===== config.mk =====
export PLATFORM = sky130hd
export DESIGN_NAME = acc_alu
export DESIGN_NICKNAME = d
export VERILOG_FILES = /design/src/rtl/acc_alu_pkg.sv /design/src/rtl/acc_alu_adder.sv /design/src/rtl/acc_alu_bitops.sv /design/src/rtl/acc_alu_flags.sv /design/src/rtl/acc_alu.sv
export SDC_FILE = /design/constraint.sdc
export NUM_CORES = 1
export LEC_CHECK = 0
export ABC_AREA = 1
export BUFFER_PORTS_ARGS = -buffer_cell sky130_fd_sc_hd__buf_2
export CAP_MARGIN = 20
export CORE_ASPECT_RATIO = 0.8
export CORE_UTILIZATION = 40
export DETAILED_ROUTE_END_ITERATION = 8
export GPL_ROUTABILITY_DRIVEN = 0
export RECOVER_POWER = 50
export SLEW_MARGIN = 15
export SYNTH_ARGS = -nofsm -noshare
export SYNTH_HDL_FRONTEND = slang
export SYNTH_HIERARCHICAL = 1
export SYNTH_SLANG_ARGS = --single-unit

===== constraint.sdc =====
create_clock -name clk -period 3.2 [get_ports clk]
set_input_delay 0.16 -clock clk [delete_from_list [all_inputs] [get_ports clk]]
set_output_delay 0.16 -clock clk [all_outputs]
set_load 0.05 [all_outputs]

===== src/rtl/acc_alu_pkg.sv =====
package acc_alu_pkg;

    typedef enum logic [3:0] {
        OP_ADD  = 4'd0,
        OP_SUB  = 4'd1,
        OP_AND  = 4'd2,
        OP_OR   = 4'd3,
        OP_XOR  = 4'd4,
        OP_SHL  = 4'd5,
        OP_SHR  = 4'd6,
        OP_ROTL = 4'd7,
        OP_ROTR = 4'd8,
        OP_INC  = 4'd9,
        OP_DEC  = 4'd10,
        OP_CMP  = 4'd11,
        OP_TST  = 4'd12
    } alu_op_e;

    typedef struct packed {
        logic n;
        logic z;
        logic c;
        logic v;
    } flags_t;

    localparam int NUM_FLAGS = $bits(flags_t);

    // Flags each operation may change.
    function automatic flags_t op_flag_mask(input alu_op_e op);
        flags_t m;
        case (op)
            OP_ADD, OP_SUB:                  m = '{n: 1'b1, z: 1'b1, c: 1'b1, v: 1'b1};
            OP_AND, OP_OR, OP_XOR,
            OP_INC, OP_DEC:                  m = '{n: 1'b1, z: 1'b1, c: 1'b0, v: 1'b0};
            OP_SHL, OP_SHR, OP_ROTL, OP_ROTR,
            OP_CMP:                          m = '{n: 1'b1, z: 1'b1, c: 1'b1, v: 1'b0};
            OP_TST:                          m = '{n: 1'b1, z: 1'b1, c: 1'b0, v: 1'b1};
            default:                         m = '0;
        endcase
        return m;
    endfunction

    // Operations whose result replaces the destination.
    function automatic logic op_writes(input alu_op_e op);
        return (op <= OP_DEC);
    endfunction

    function automatic logic op_is_arith(input alu_op_e op);
        return (op == OP_ADD) || (op == OP_SUB) || (op == OP_CMP) ||
               (op == OP_INC) || (op == OP_DEC);
    endfunction

endpackage


===== src/rtl/acc_alu_adder.sv =====
module acc_alu_adder
    import acc_alu_pkg::*;
#(
    parameter int W = 8
) (
    input  alu_op_e        op,
    input  logic [W-1:0]   a,
    input  logic [W-1:0]   m,
    input  logic           cin,
    output logic [W-1:0]   sum,
    output logic           cout,
    output logic           ovf
);
    localparam int MSB = W - 1;

    logic [W-1:0] b;
    logic         ci;

    // One shared adder; the operation chooses the second operand and carry-in.
    always_comb begin
        b  = m;
        ci = cin;
        unique case (op)
            OP_SUB:  b = ~m;
            OP_CMP:  begin b = ~m;        ci = 1'b1; end
            OP_INC:  begin b = '0;        ci = 1'b1; end
            OP_DEC:  begin b = '1;        ci = 1'b0; end
            default: begin b = m;         ci = cin;  end
        endcase
    end

    always_comb begin
        {cout, sum} = {1'b0, a} + {1'b0, b} + {{W{1'b0}}, ci};
        ovf         = (a[MSB] == b[MSB]) && (sum[MSB] != a[MSB]);
    end

endmodule


===== src/rtl/acc_alu_bitops.sv =====
module acc_alu_bitops
    import acc_alu_pkg::*;
#(
    parameter int W = 8
) (
    input  alu_op_e        op,
    input  logic [W-1:0]   a,
    input  logic [W-1:0]   m,
    input  logic           cin,
    output logic [W-1:0]   res,
    output logic           cout
);
    localparam int MSB = W - 1;

    always_comb begin
        res  = a;
        cout = cin;
        unique case (op)
            OP_AND:  res = a & m;
            OP_OR:   res = a | m;
            OP_XOR:  res = a ^ m;
            OP_TST:  res = a & m;
            OP_SHL:  begin res = {a[MSB-1:0], 1'b0}; cout = a[MSB]; end
            OP_SHR:  begin res = {1'b0, a[MSB:1]};   cout = a[0];   end
            OP_ROTL: begin res = {a[MSB-1:0], cin};  cout = a[MSB]; end
            OP_ROTR: begin res = {cin, a[MSB:1]};    cout = a[0];   end
            default: begin res = a;                  cout = cin;    end
        endcase
    end

endmodule


===== src/rtl/acc_alu_flags.sv =====
module acc_alu_flags #(
    parameter int NF = 4
) (
    input  logic          clk,
    input  logic          rst_n,
    input  logic [NF-1:0] upd_en,
    input  logic [NF-1:0] d,
    output logic [NF-1:0] q
);
    genvar i;
    generate
        for (i = 0; i < NF; i++) begin : g_flag
            always_ff @(posedge clk) begin
                if (!rst_n)
                    q[i] <= 1'b0;
                else if (upd_en[i])
                    q[i] <= d[i];
            end

            AST_MASKED_HOLD: assert property (@(posedge clk) disable iff (!rst_n)
                !upd_en[i] |=> $stable(q[i]));
        end
    endgenerate

endmodule


===== src/rtl/acc_alu.sv =====
module acc_alu
    import acc_alu_pkg::*;
(
    input  logic       clk,
    input  logic       rst_n,
    input  logic       op_en,
    input  logic [3:0] op_sel,
    input  logic [7:0] opnd_a,
    input  logic [7:0] opnd_m,
    output logic [7:0] result,
    output logic       wr_result,
    output logic       flag_n,
    output logic       flag_z,
    output logic       flag_c,
    output logic       flag_v
);
    localparam int W   = 8;
    localparam int MSB = W - 1;

    alu_op_e      op;
    flags_t       cur, nxt, mask;
    logic [W-1:0] add_sum, bit_res, raw;
    logic         add_cout, add_ovf, bit_cout;

    assign op = alu_op_e'(op_sel);

    acc_alu_adder #(.W(W)) i_adder (
        .op   (op),
        .a    (opnd_a),
        .m    (opnd_m),
        .cin  (cur.c),
        .sum  (add_sum),
        .cout (add_cout),
        .ovf  (add_ovf)
    );

    acc_alu_bitops #(.W(W)) i_bitops (
        .op   (op),
        .a    (opnd_a),
        .m    (opnd_m),
        .cin  (cur.c),
        .res  (bit_res),
        .cout (bit_cout)
    );

    always_comb begin
        raw   = op_is_arith(op) ? add_sum : bit_res;
        nxt.n = (op == OP_TST) ? opnd_m[MSB]   : raw[MSB];
        nxt.z = (raw == '0);
        nxt.c = op_is_arith(op) ? add_cout     : bit_cout;
        nxt.v = (op == OP_TST) ? opnd_m[MSB-1] : add_ovf;
        mask  = op_en ? op_flag_mask(op) : '0;
    end

    assign result    = op_writes(op) ? raw : opnd_a;
    assign wr_result = op_en && op_writes(op);

    acc_alu_flags #(.NF(NUM_FLAGS)) i_flags (
        .clk    (clk),
        .rst_n  (rst_n),
        .upd_en (mask),
        .d      (nxt),
        .q      (cur)
    );

    assign flag_n = cur.n;
    assign flag_z = cur.z;
    assign flag_c = cur.c;
    assign flag_v = cur.v;

    AST_IDLE_HOLD: assert property (@(posedge clk) disable iff (!rst_n)
        !op_en |=> $stable({flag_n, flag_z, flag_c, flag_v}));
    AST_LOGIC_KEEP_CV: assert property (@(posedge clk) disable iff (!rst_n)
        op_en && (op_sel inside {4'd2, 4'd3, 4'd4}) |=> $stable(flag_c) && $stable(flag_v));
    AST_STEP_KEEP_C: assert property (@(posedge clk) disable iff (!rst_n)
        op_en && (op_sel inside {4'd9, 4'd10}) |=> $stable(flag_c));
    AST_CMP_CARRY: assert property (@(posedge clk) disable iff (!rst_n)
        op_en && op_sel == 4'd11 |=> flag_c == ($past(opnd_a) >= $past(opnd_m)));
    AST_TEST_NV: assert property (@(posedge clk) disable iff (!rst_n)
        op_en && op_sel == 4'd12 |=> flag_n == $past(opnd_m[7]) && flag_v == $past(opnd_m[6]));
    AST_ZERO_TRACKS: assert property (@(posedge clk) disable iff (!rst_n)
        op_en && op_sel <= 4'd10 |=> flag_z == ($past(result) == 8'h00));
    AST_TEST_NO_WRITE: assert property (@(posedge clk) disable iff (!rst_n)
        op_en && (op_sel inside {4'd11, 4'd12}) |-> !wr_result && result == opnd_a);

endmodule


---- Word-level counts from Yosys, hierarchy flattened ----
Memory sizes are Yosys's and may differ from the RTL's.
Index checks and enable logic that the tools add are counted.
storage, ports and cells
  bits of input ports ..................... 23
  flip-flop bits (word level) ............. 4
  logic and storage cells ................. 51
  memory bits (read-only) ................. 64
  output and inout port bits .............. 13
  memories kept ........................... 1
memories
  name              words  width  read ports  clocked after memory_dff  write ports  line               text
  (name not given)  16     4      1           0                         0            acc_alu_pkg.sv:31  case (op)
cells by class
  equal/unequal tests ..................... 14
  reduce and logical (&&, ||, !) cells .... 15
  bitwise gates (word level) .............. 4
  magnitude comparators ................... 1
  mux-type cells .......................... 10
  add/subtract/negate cells ............... 2
operator list
  kind                                                    number
  case mux 8 bit (7 select lines)                         1
  case mux 8 bit (3 select lines)                         1
  equality test 4 bit (second input constant)             5
  equality test 4 x 3 -> 1 bit (second input constant)    4
  2-to-1 mux 8 bit                                        2
  OR reduction 2 bit                                      5
  adder 8 x 8 -> 9 bit                                    1
  adder 9 x 1 -> 9 bit                                    1
  bitwise AND 8 bit                                       1
  equality test 4 x 2 -> 1 bit (second input constant)    2
  logical NOT 8 bit                                       1
  inverter 8 bit                                          1
  OR 8 bit                                                1
  XOR 8 bit                                               1
  equality test 4 x 1 -> 1 bit (second input constant)    1
  less-or-equal comparator 4 bit (second input constant)  1
  logical NOT 4 bit                                       1
  logical OR 1 bit                                        4
  2-to-1 mux 4 bit                                        1
  case mux 1 bit (2 select lines)                         2
  2-to-1 mux 1 bit                                        3
  nonzero test 3 bit                                      1
  logical AND 1 bit                                       2
  AND reduction 2 bit                                     1
  other kinds (2)                                         2

---- Depth between registers and ports, before layout ----
Gate-level depths: netlist of the first run.
  depth after elaboration ................. 8
  gate-level depth with buffers ........... 22

---- By module ----
The synthesis of the first run kept the hierarchy.
modules (own cells, without submodules)
  module          area each (µm²)  instances  cells an instance
  acc_alu_bitops  884.6            1          167
  acc_alu_adder   533.0            1          92
  acc_alu         447.9            1          87
  acc_alu_flags   155.1            1          24

---- Worst setup path before layout of the first run ----
OpenSTA, ideal clock, no wires.
  kind .................................... reg2out
  start ................................... reg i_flags.q[1]
  end ..................................... out result[6]
  arrival ................................. 2.899 ns
  path buffers ............................ 0
  cell stages (with the launch flop) ...... 11
  data required time ...................... 3.040 ns
  setup slack ............................. 0.141 ns
  path through ............................ dfxtp_1 > a22o_2 > fa_1 > fa_1 > nand3_1 > a21oi_1 > nor2_1 > nand2_1 > nand2_1 > nand2_1 > a31oi_1
on the way
  word-level cells in the longest chain between the ends .. 4
RTL lines
  item                              line                 text
  start: declaration                acc_alu_flags.sv:8   output logic [NF-1:0] q
  start signal: indexed assignment  acc_alu_flags.sv:17  q[i] <= d[i];
  case mux 1 bit (2 select lines)   acc_alu_adder.sv:23  unique case (op)
  adder 9 x 1 -> 9 bit              acc_alu_adder.sv:33  {cout, sum} = {1'b0, a} + {1'b0, b} + {{W{1'b0}}, ci};
  named net add_sum[6]              acc_alu.sv:22        logic [W-1:0] add_sum, bit_res, raw;
  2-to-1 mux 8 bit                  acc_alu.sv:47        raw = op_is_arith(op) ? add_sum : bit_res;
  2-to-1 mux 8 bit                  acc_alu.sv:55        assign result = op_writes(op) ? raw : opnd_a;
  end: declaration                  acc_alu.sv:10        output logic [7:0] result,
The timed path passes the listed nets, and every way through them passes these cells.

---- Final worst setup path of the first run ----
  start ................................... in op_sel[2]
  end ..................................... out result[6]
on the way
  word-level cells in the longest chain between the ends .. 7
RTL lines
  item                                                                 line                 text
  start: declaration                                                   acc_alu.sv:7         input logic [3:0] op_sel,
  equality test 4 x 1 -> 1 bit or equality test 4 bit (tied branches)  acc_alu_adder.sv:23
  OR reduction 2 bit (no line)                                         --
  case mux 8 bit (3 select lines)                                      acc_alu_adder.sv:23
  adder 8 x 8 -> 9 bit                                                 acc_alu_adder.sv:33
  adder 9 x 1 -> 9 bit (*)                                             acc_alu_adder.sv:33
  named net add_sum[6]                                                 acc_alu.sv:22
  2-to-1 mux 8 bit (*)                                                 acc_alu.sv:47
  2-to-1 mux 8 bit (*)                                                 acc_alu.sv:55
The timed path passes the listed nets; every way through them passes the cells marked *.

==> flow_metrics.py, run 1 <==
metrics = {
    "power": {
        "pwr-share-comb_pct": 73.3,
        "powerDensity_nw_per_um2": 261,
        "clockPowerShare_pct": 17.0,
        "p_leak_uw": 0.00136,
        "intPower_uw": 268,
        "seq_power_share_pct": 9.7,
        "p_sw_share_pct": 55.3,
        "switching_power_uw": 332,
        "peakVddDrop_mv": 0.292,
    },
    "yosys": {
        "yosysWarnings": 6,
        "synth_commonest_cells": "104 x nand2_1, 61 x inv_1, 55 x nand3_1, 42 x nor2_1, 27 x ha_1",
        "synth_top_area_share_pct": 19.3,
        "synth_ff_type": "dfxtp_1",
        "synthArstFlopShare_pct": 0,
        "synthesis.area_sq_um": 2020,
        "yosys-top-cells-area": "nand2_1 19%, ha_1 17%, nand3_1 14%, inv_1 11%, nor2_1 7.8%",
        "synth_seq_area_share_pct": 3.96,
        "synth_nets": 422,
        "netlist-cell-type-count": 32,
        "synth_area_per_cell_sq_um": 5.46,
        "ys_seq_elements": 4,
        "netlist_instances": 370,
        "synth-edff-count": 0,
        "synth.most_common_cell": "nand2_1",
        "synth_area_leader_cell": "nand2_1",
    },
    "clocking": {
        "cts_tree": "yes",
        "insertion_delay_ns": 0.21,
        "cts.sinks": 4,
        "h-tree-depth": 1,
        "cts_hold_buffers": 0,
        "cts_root_buf": "clkbuf_8",
        "post_cts_resized": 0,
        "clock_path_buffers": 2,
        "cts_buffers": 3,
        "clkSlewWorstSetupHoldPaths_ns": 0.03,
        "post_cts_buffers": 0,
    },
    "layout": {
        "area_delta_synth_final_pct": 14.1,
        "largest_reg_flops": 4,
        "largestRegisters": "i_flags/q: 4 flops",
        "num-nets-final": 462,
        "diodes": 0,
        "drive_above_1_share_pct": 13.2,
        "top_register": "i_flags/q",
    },
    "grt": {
        "grt_usage_pct": 23.6,
        "grt_pass1_vias": 2065,
        "grt-ovfl-total": 0,
        "grt_pass1_wl_um": 9910,
        "grt_max_degree": 19,
        "antenna_found_initial": 0,
    },
    "die": {
        "fp.dieW_um": 81.5,
        "core_area_sq_um": 4710,
        "die_area_sq_um": 5340,
        "fp-row-count": 22,
        "die_h_um": 65.6,
        "boundaryPins": 36,
        "start_util_pct": 42.9,
    },
    "routing": {
        "drtAntennaViolNets": 0,
        "first_pass_iters": 4,
        "drc": 0,
        "routed-via-count": 2422,
        "vias_per_cell": 5.18,
        "routed_wl_um": 5910,
        "drt_iter0_drc": 111,
        "wl_per_cell_um": 12.6,
    },
    "critical_path": {
        "path_class": "primary input to output pin",
        "slowest_stage": "fa_1",
        "cp-start-kind": "primary input",
        "cpPeakStageDelay_ns": 0.43,
        "cp_common_cell": "nand2_1",
        "cp.arrival_ns": 2.80,
        "worst-r2r-setup-slack_ns": 0.68,
        "end_kind": "output pin",
        "worst-path-max-fanout": 8,
        "required_ns": 3.04,
        "worstPathCellList": "buf_2 -> nor2_1 -> o21a_2 -> o21ai_0 -> o21ai_0 -> inv_1 -> fa_1 -> fa_1 -> nand3_1 -> a21oi_1 -> nor2_1 -> nand2_1 -> nand2_1 -> nand2_1 -> a31oi_1 -> buf_2",
    },
    "sta": {
        "hold_violations": 0,
        "min_period_ns": 2.96,
        "fin_crit_sh_pct": 92.4,
        "fmax_mhz": 338,
        "slew_violations": 0,
        "fin_skew_ns": 0.00133,
        "hold-worst-slack_ns": 0.211,
        "slew_headroom_pct": 60.2,
        "setup_viol": 0,
        "rsz0062_at_grt": "false",
        "tightest_slew_ns": 0.600,
        "fin_setup_tns_ns": 0,
    },
    "placed_design": {
        "port_buffers": 35,
        "dp_hpwl_um": 4820,
    },
    "flow_run": {
        "cap_violations": 0,
    },
    "run_status": {
        "status": "finished, final reports clean",
    },
    "worst_hold_path": {
        "hold_class": "primary input to flop",
    },
}
-- stage by stage --
| step | instance area [sq um] | power, uW | util [%] | worst slack [ns] | std cells |
|---|---|---|---|---|---|
| finish | 2310 | 601 | 49.0 | 0.245 | 468 |
| global route | 2310 | 664 | 49.0 | 0.0476 | 468 |
| CTS | 2310 | 607 | 49.1 | 0.263 | 468 |
| detailed placement | 2270 | 501 | 48.3 | 0.270 | 465 |
| global placement | 2270 | 500 | 48.3 | 0.310 | 465 |
| floorplan | 2020 | 379 | - | 0.141 | 370 |
-- power by group through the flow --
| stage | Clock [uW] | Combinational [uW] | Sequential [uW] |
|---|---|---|---|
| after floorplan | 0 | 308 | 71.6 |
| after global placement | 0 | 441 | 58.5 |
| after detailed placement | 0 | 443 | 58.4 |
| after CTS | 105 | 445 | 57.8 |
| after global routing | 111 | 495 | 58.5 |
| final | 102 | 440 | 58.1 |
-- metal layers --
metal | up-vias | wire length (um) | track usage, %
met5 | - | 0 | 0
met4 | 0 | 0 | 1.34
met3 | 0 | 307 | 0.833
met2 | 50 | 2560 | 37.6
met1 | 1106 | 3040 | 36.0
li1 | 1266 | - | -
-- worst paths after layout --
path           startpoint            to  cells after the start
min                 rst_n  i_flags/q[1]                      3
max reg2reg  i_flags/q[1]  i_flags/q[2]                     16
max             op_sel[2]     result[6]                     16
min reg2reg  i_flags/q[3]  i_flags/q[3]                      2
-- worst max-delay path, delay by kind of cell --
family                   cells  cell delay, ns
adder cells (fa/ha/maj)      2            0.84
AO/OA/AOI/OAI                5            0.68
AND/OR/NAND/NOR              6            0.62
buffers and inverters        3            0.47
-- layout make-up --
type / instances / area (sq um)
Sequential cell: 4 / 80.1
Tap cell: 60 / 75.1
Fill cell: 538 / 2400
Timing Repair Buffer: 39 / 198
Inverter: 62 / 233
Multi-Input combinational cell: 300 / 1680
Clock buffer: 3 / 41.3
-- logic make-up after synthesis --
family / share of synthesized area, %
muxes: 0.557
DFF: 3.96
xor gates and xnor gates: 2.97
adders and majority gates: 18.7
and+or+nand+nor: 46.5
buffers and inverters: 12.9
AOI/OAI and AO/OA: 14.4
-- layout by cell type, fill, tap and decap left out, types with 3 or more instances in the layout --
cell      count
a21oi_1      12
dfxtp_1       4
buf_4         4
a31oi_1       7
clkbuf_1      6
inv_1        62
xor2_1        5
nand2_2       3
nor2_1       42
clkbuf_8      3
ha_1         27
o21ai_1       3
nand3_1      55
buf_2        29
nor2_2        3
nand2_1     104
nor2_4        3
o21ai_0      16
Power figures use the tool's default switching activity.
==> inputs of run 2 (changes only) <==
--- a/config.mk
+++ b/config.mk
@@ -5,10 +5,10 @@
 export SDC_FILE = /design/constraint.sdc
 export NUM_CORES = 1
 export LEC_CHECK = 0
-export ABC_AREA = 1
 export BUFFER_PORTS_ARGS = -buffer_cell sky130_fd_sc_hd__buf_2
 export CAP_MARGIN = 20
 export CORE_ASPECT_RATIO = 0.8
+export CORE_MARGIN = 1
 export CORE_UTILIZATION = 40
 export DETAILED_ROUTE_END_ITERATION = 8
 export GPL_ROUTABILITY_DRIVEN = 0
==> constraint.sdc (replaced) <==
create_clock -name clk -period 3.2 [get_ports clk]
set_input_delay 0.16 -clock clk [delete_from_list [all_inputs] [get_ports clk]]
set_output_delay 0.16 -clock clk [all_outputs]
set_load 0.02 [all_outputs]
==> flow_metrics.py, run 2 <==
metrics = {
    "critical_path": {
        "critical_path.top_delay_family": "compound AO/OA/AOI/OAI gates",
        "worst-path-max-fanout": 5,
        "r2r_cells": 13,
        "path_class": "primary input to output pin",
        "worst-r2r-setup-slack_ns": 0.66,
        "slowest_stage": "fa_2",
        "required_ns": 3.04,
        "r2r-start": "i_flags/q[1]",
        "end_kind": "output pin",
        "reg2reg_to": "i_flags/q[2]",
        "cp-start-kind": "primary input",
        "cp.arrival_ns": 2.89,
        "path_buf_inv": 2,
        "worstPathCellList": "buf_2 -> or2b_1 -> mux2i_1 -> a221o_1 -> fa_2 -> fa_2 -> a21oi_2 -> o211ai_1 -> a21oi_1 -> xnor2_1 -> nand4_1 -> a31oi_1 -> buf_2",
        "cpPeakStageDelay_ns": 0.41,
    },
    "layout": {
        "final_area_sq_um": 2440,
        "top_register": "i_flags/q",
        "final_common_cell": "buf_2",
        "stdcell_count": 387,
        "register_area_sq_um": 80.1,
        "final_cell_mix": "29 x buf_2, 27 x ha_1, 25 x nor2_1",
        "diodes": 0,
        "num-nets-final": 379,
        "fillers": 529,
        "area_delta_synth_final_pct": 12.5,
        "fin_util_pct": 47.6,
        "drive_above_1_share_pct": 19.1,
        "multi_input_area_sq_um": 1870,
        "largestRegisters": "i_flags/q: 4 flops",
        "largest_reg_flops": 4,
    },
    "sta": {
        "fin_ws_ns": 0.154,
        "slew_violations": 0,
        "setup_viol": 0,
        "fin_skew_ns": 0.00210,
        "tightest_slew_ns": 0.924,
        "fmax_mhz": 328,
        "fin_crit_sh_pct": 95.2,
        "rsz0062_at_grt": "true",
        "slew_headroom_pct": 37.5,
        "hold_violations": 0,
        "min_period_ns": 3.05,
    },
    "routing": {
        "routed_wl_um": 6690,
        "drt_iter0_drc": 186,
        "vias_per_cell": 6.16,
        "routed-via-count": 2384,
        "drc": 2,
        "first_pass_iters": 7,
        "wl_per_cell_um": 17.3,
        "drtAntennaViolNets": 0,
    },
    "yosys": {
        "synth_nets": 346,
        "synth_area_per_cell_sq_um": 7.37,
        "synth_top_area_share_pct": 15.6,
        "netlist-cell-type-count": 60,
        "yosys-top-cells-area": "ha_1 16%, mux2i_1 5.5%, a21oi_1 4.6%, nor2_1 4.3%, inv_1 4.0%",
        "synthArstFlopShare_pct": 0,
        "synth-edff-count": 0,
        "ys_seq_elements": 4,
        "synthesis.area_sq_um": 2170,
        "yosysWarnings": 6,
        "synth_commonest_cells": "27 x ha_1, 25 x nor2_1, 23 x inv_1, 20 x a21oi_1",
        "synth.most_common_cell": "ha_1",
        "synth_ff_type": "dfxtp_1",
        "synth_area_leader_cell": "ha_1",
        "synth_seq_area_share_pct": 3.70,
        "netlist_instances": 294,
    },
    "die": {
        "fp-row-count": 23,
        "fp.dieW_um": 84.3,
        "start_util_pct": 42.3,
        "core_area_sq_um": 5120,
        "die_h_um": 67.8,
        "boundaryPins": 36,
        "die_area_sq_um": 5710,
    },
    "grt": {
        "grt_pass1_wl_um": 10900,
        "grt_max_degree": 29,
        "antenna_found_initial": 0,
        "grt_usage_pct": 24.1,
        "grt-ovfl-total": 0,
        "grt_pass1_vias": 2084,
    },
    "power": {
        "power_uw": 610,
        "powerDensity_nw_per_um2": 250,
        "peakVddDrop_mv": 0.127,
        "p_leak_uw": 0.00109,
    },
    "worst_hold_path": {
        "whs_path_depth": 2,
        "min_from": "rst_n",
        "hold_class": "primary input to flop",
        "whs_endpoint": "i_flags/q[2]",
    },
    "run_status": {
        "status": "finished with violations",
        "failed_checks": "design-rule violations",
    },
    "clocking": {
        "clkSlewWorstSetupHoldPaths_ns": 0.03,
        "cts.sinks": 4,
        "post_cts_buffers": 0,
        "h-tree-depth": 1,
        "clock_path_buffers": 2,
        "cts_buffers": 3,
        "insertion_delay_ns": 0.22,
        "cts_tree": "yes",
        "cts_root_buf": "clkbuf_8",
    },
    "placed_design": {
        "dp_hpwl_um": 5130,
        "port_buffers": 35,
        "dp.cells": 384,
        "pre_cts_ws_ns": 0.0222,
        "dpl_cell_area_sq_um": 2400,
    },
    "flow_run": {
        "cap_violations": 0,
    },
}
==> run 2: cell count changes after synthesis, moves of 12 or more <==
| cell | delta |
|---|---|
| mux2i_1 | +12 |
| nand3_1 | -53 |
| inv_1 | -38 |
| nand2_1 | -92 |
| nor2_1 | -17 |
==> run 2: kinds of logic after synthesis <==
family,synth area share (%)
AOI/OAI and AO/OA,35.9
and+or+nand+nor,23.3
buffers and inverters,9.99
adders and majority gates,17.4
muxes,7.28
xor gates and xnor gates,2.43
DFF,3.70
==> run 2: worst max-delay path by stage <==
stage               from        end  cells after the start
2_1_floorplan  op_sel[3]  result[6]                     11
3_3_place_gp   op_sel[3]  result[6]                     13
3_5_place_dp   op_sel[3]  result[6]                     13
4_1_cts        op_sel[3]  result[6]                     13
5_1_grt        op_sel[1]  result[5]                     13
6_report       op_sel[3]  result[6]                     13
==> run 2: per-stage QoR <==
| step | hold WS, ns | TNS, ns |
|---|---|---|
| after global routing | 0.218 | -0.00316 |
| final | 0.189 | 0 |
| after detailed placement | 0.413 | 0 |
| after CTS | 0.188 | 0 |
| after global placement | 0.421 | 0 |
| after floorplan | 0.288 | 0 |
==> run 2: power by group <==
group          internal (uW)  switching [uW]
clock network           80.5            29.4
registers               52.5            1.17
logic                    178             268
==> run 2: cell type report <==
cell class	count	share of cell area, %
repair buffers	49	11.3
clock buffers	3	1.69
well taps	62	3.18
flip-flops and latches	4	3.29
multi-input cells	245	76.7
inverters	24	3.80
==> run 2: worst reg2reg max path, delay by kind of cell (launching register included) <==
| kind | cells | cell delay, ns |
|---|---|---|
| flip-flops | 1 | 0.30 |
| multiplexers | 2 | 0.23 |
| adder cells (fa/ha/maj) | 2 | 0.75 |
| AO/OA/AOI/OAI | 5 | 0.61 |
| AND/OR/NAND/NOR | 3 | 0.46 |
| XOR/XNOR | 1 | 0.13 |
==> run 2: per-layer routing <==
metal	up-vias	track usage (%)	wire length, um
met5	-	0	0
met4	0	2.16	29
met2	106	37.5	2770
met1	1101	36.2	3370
li1	1173	-	-
met3	4	3.38	524
==> run 2: what timing repair did <==
item / 4_1_cts / 5_1_grt
hold endpoints to repair: 0 / 0
resized for setup: 0 / 5
hold buffers: 0 / 0
endpoints found under the setup margin: 0 / 4
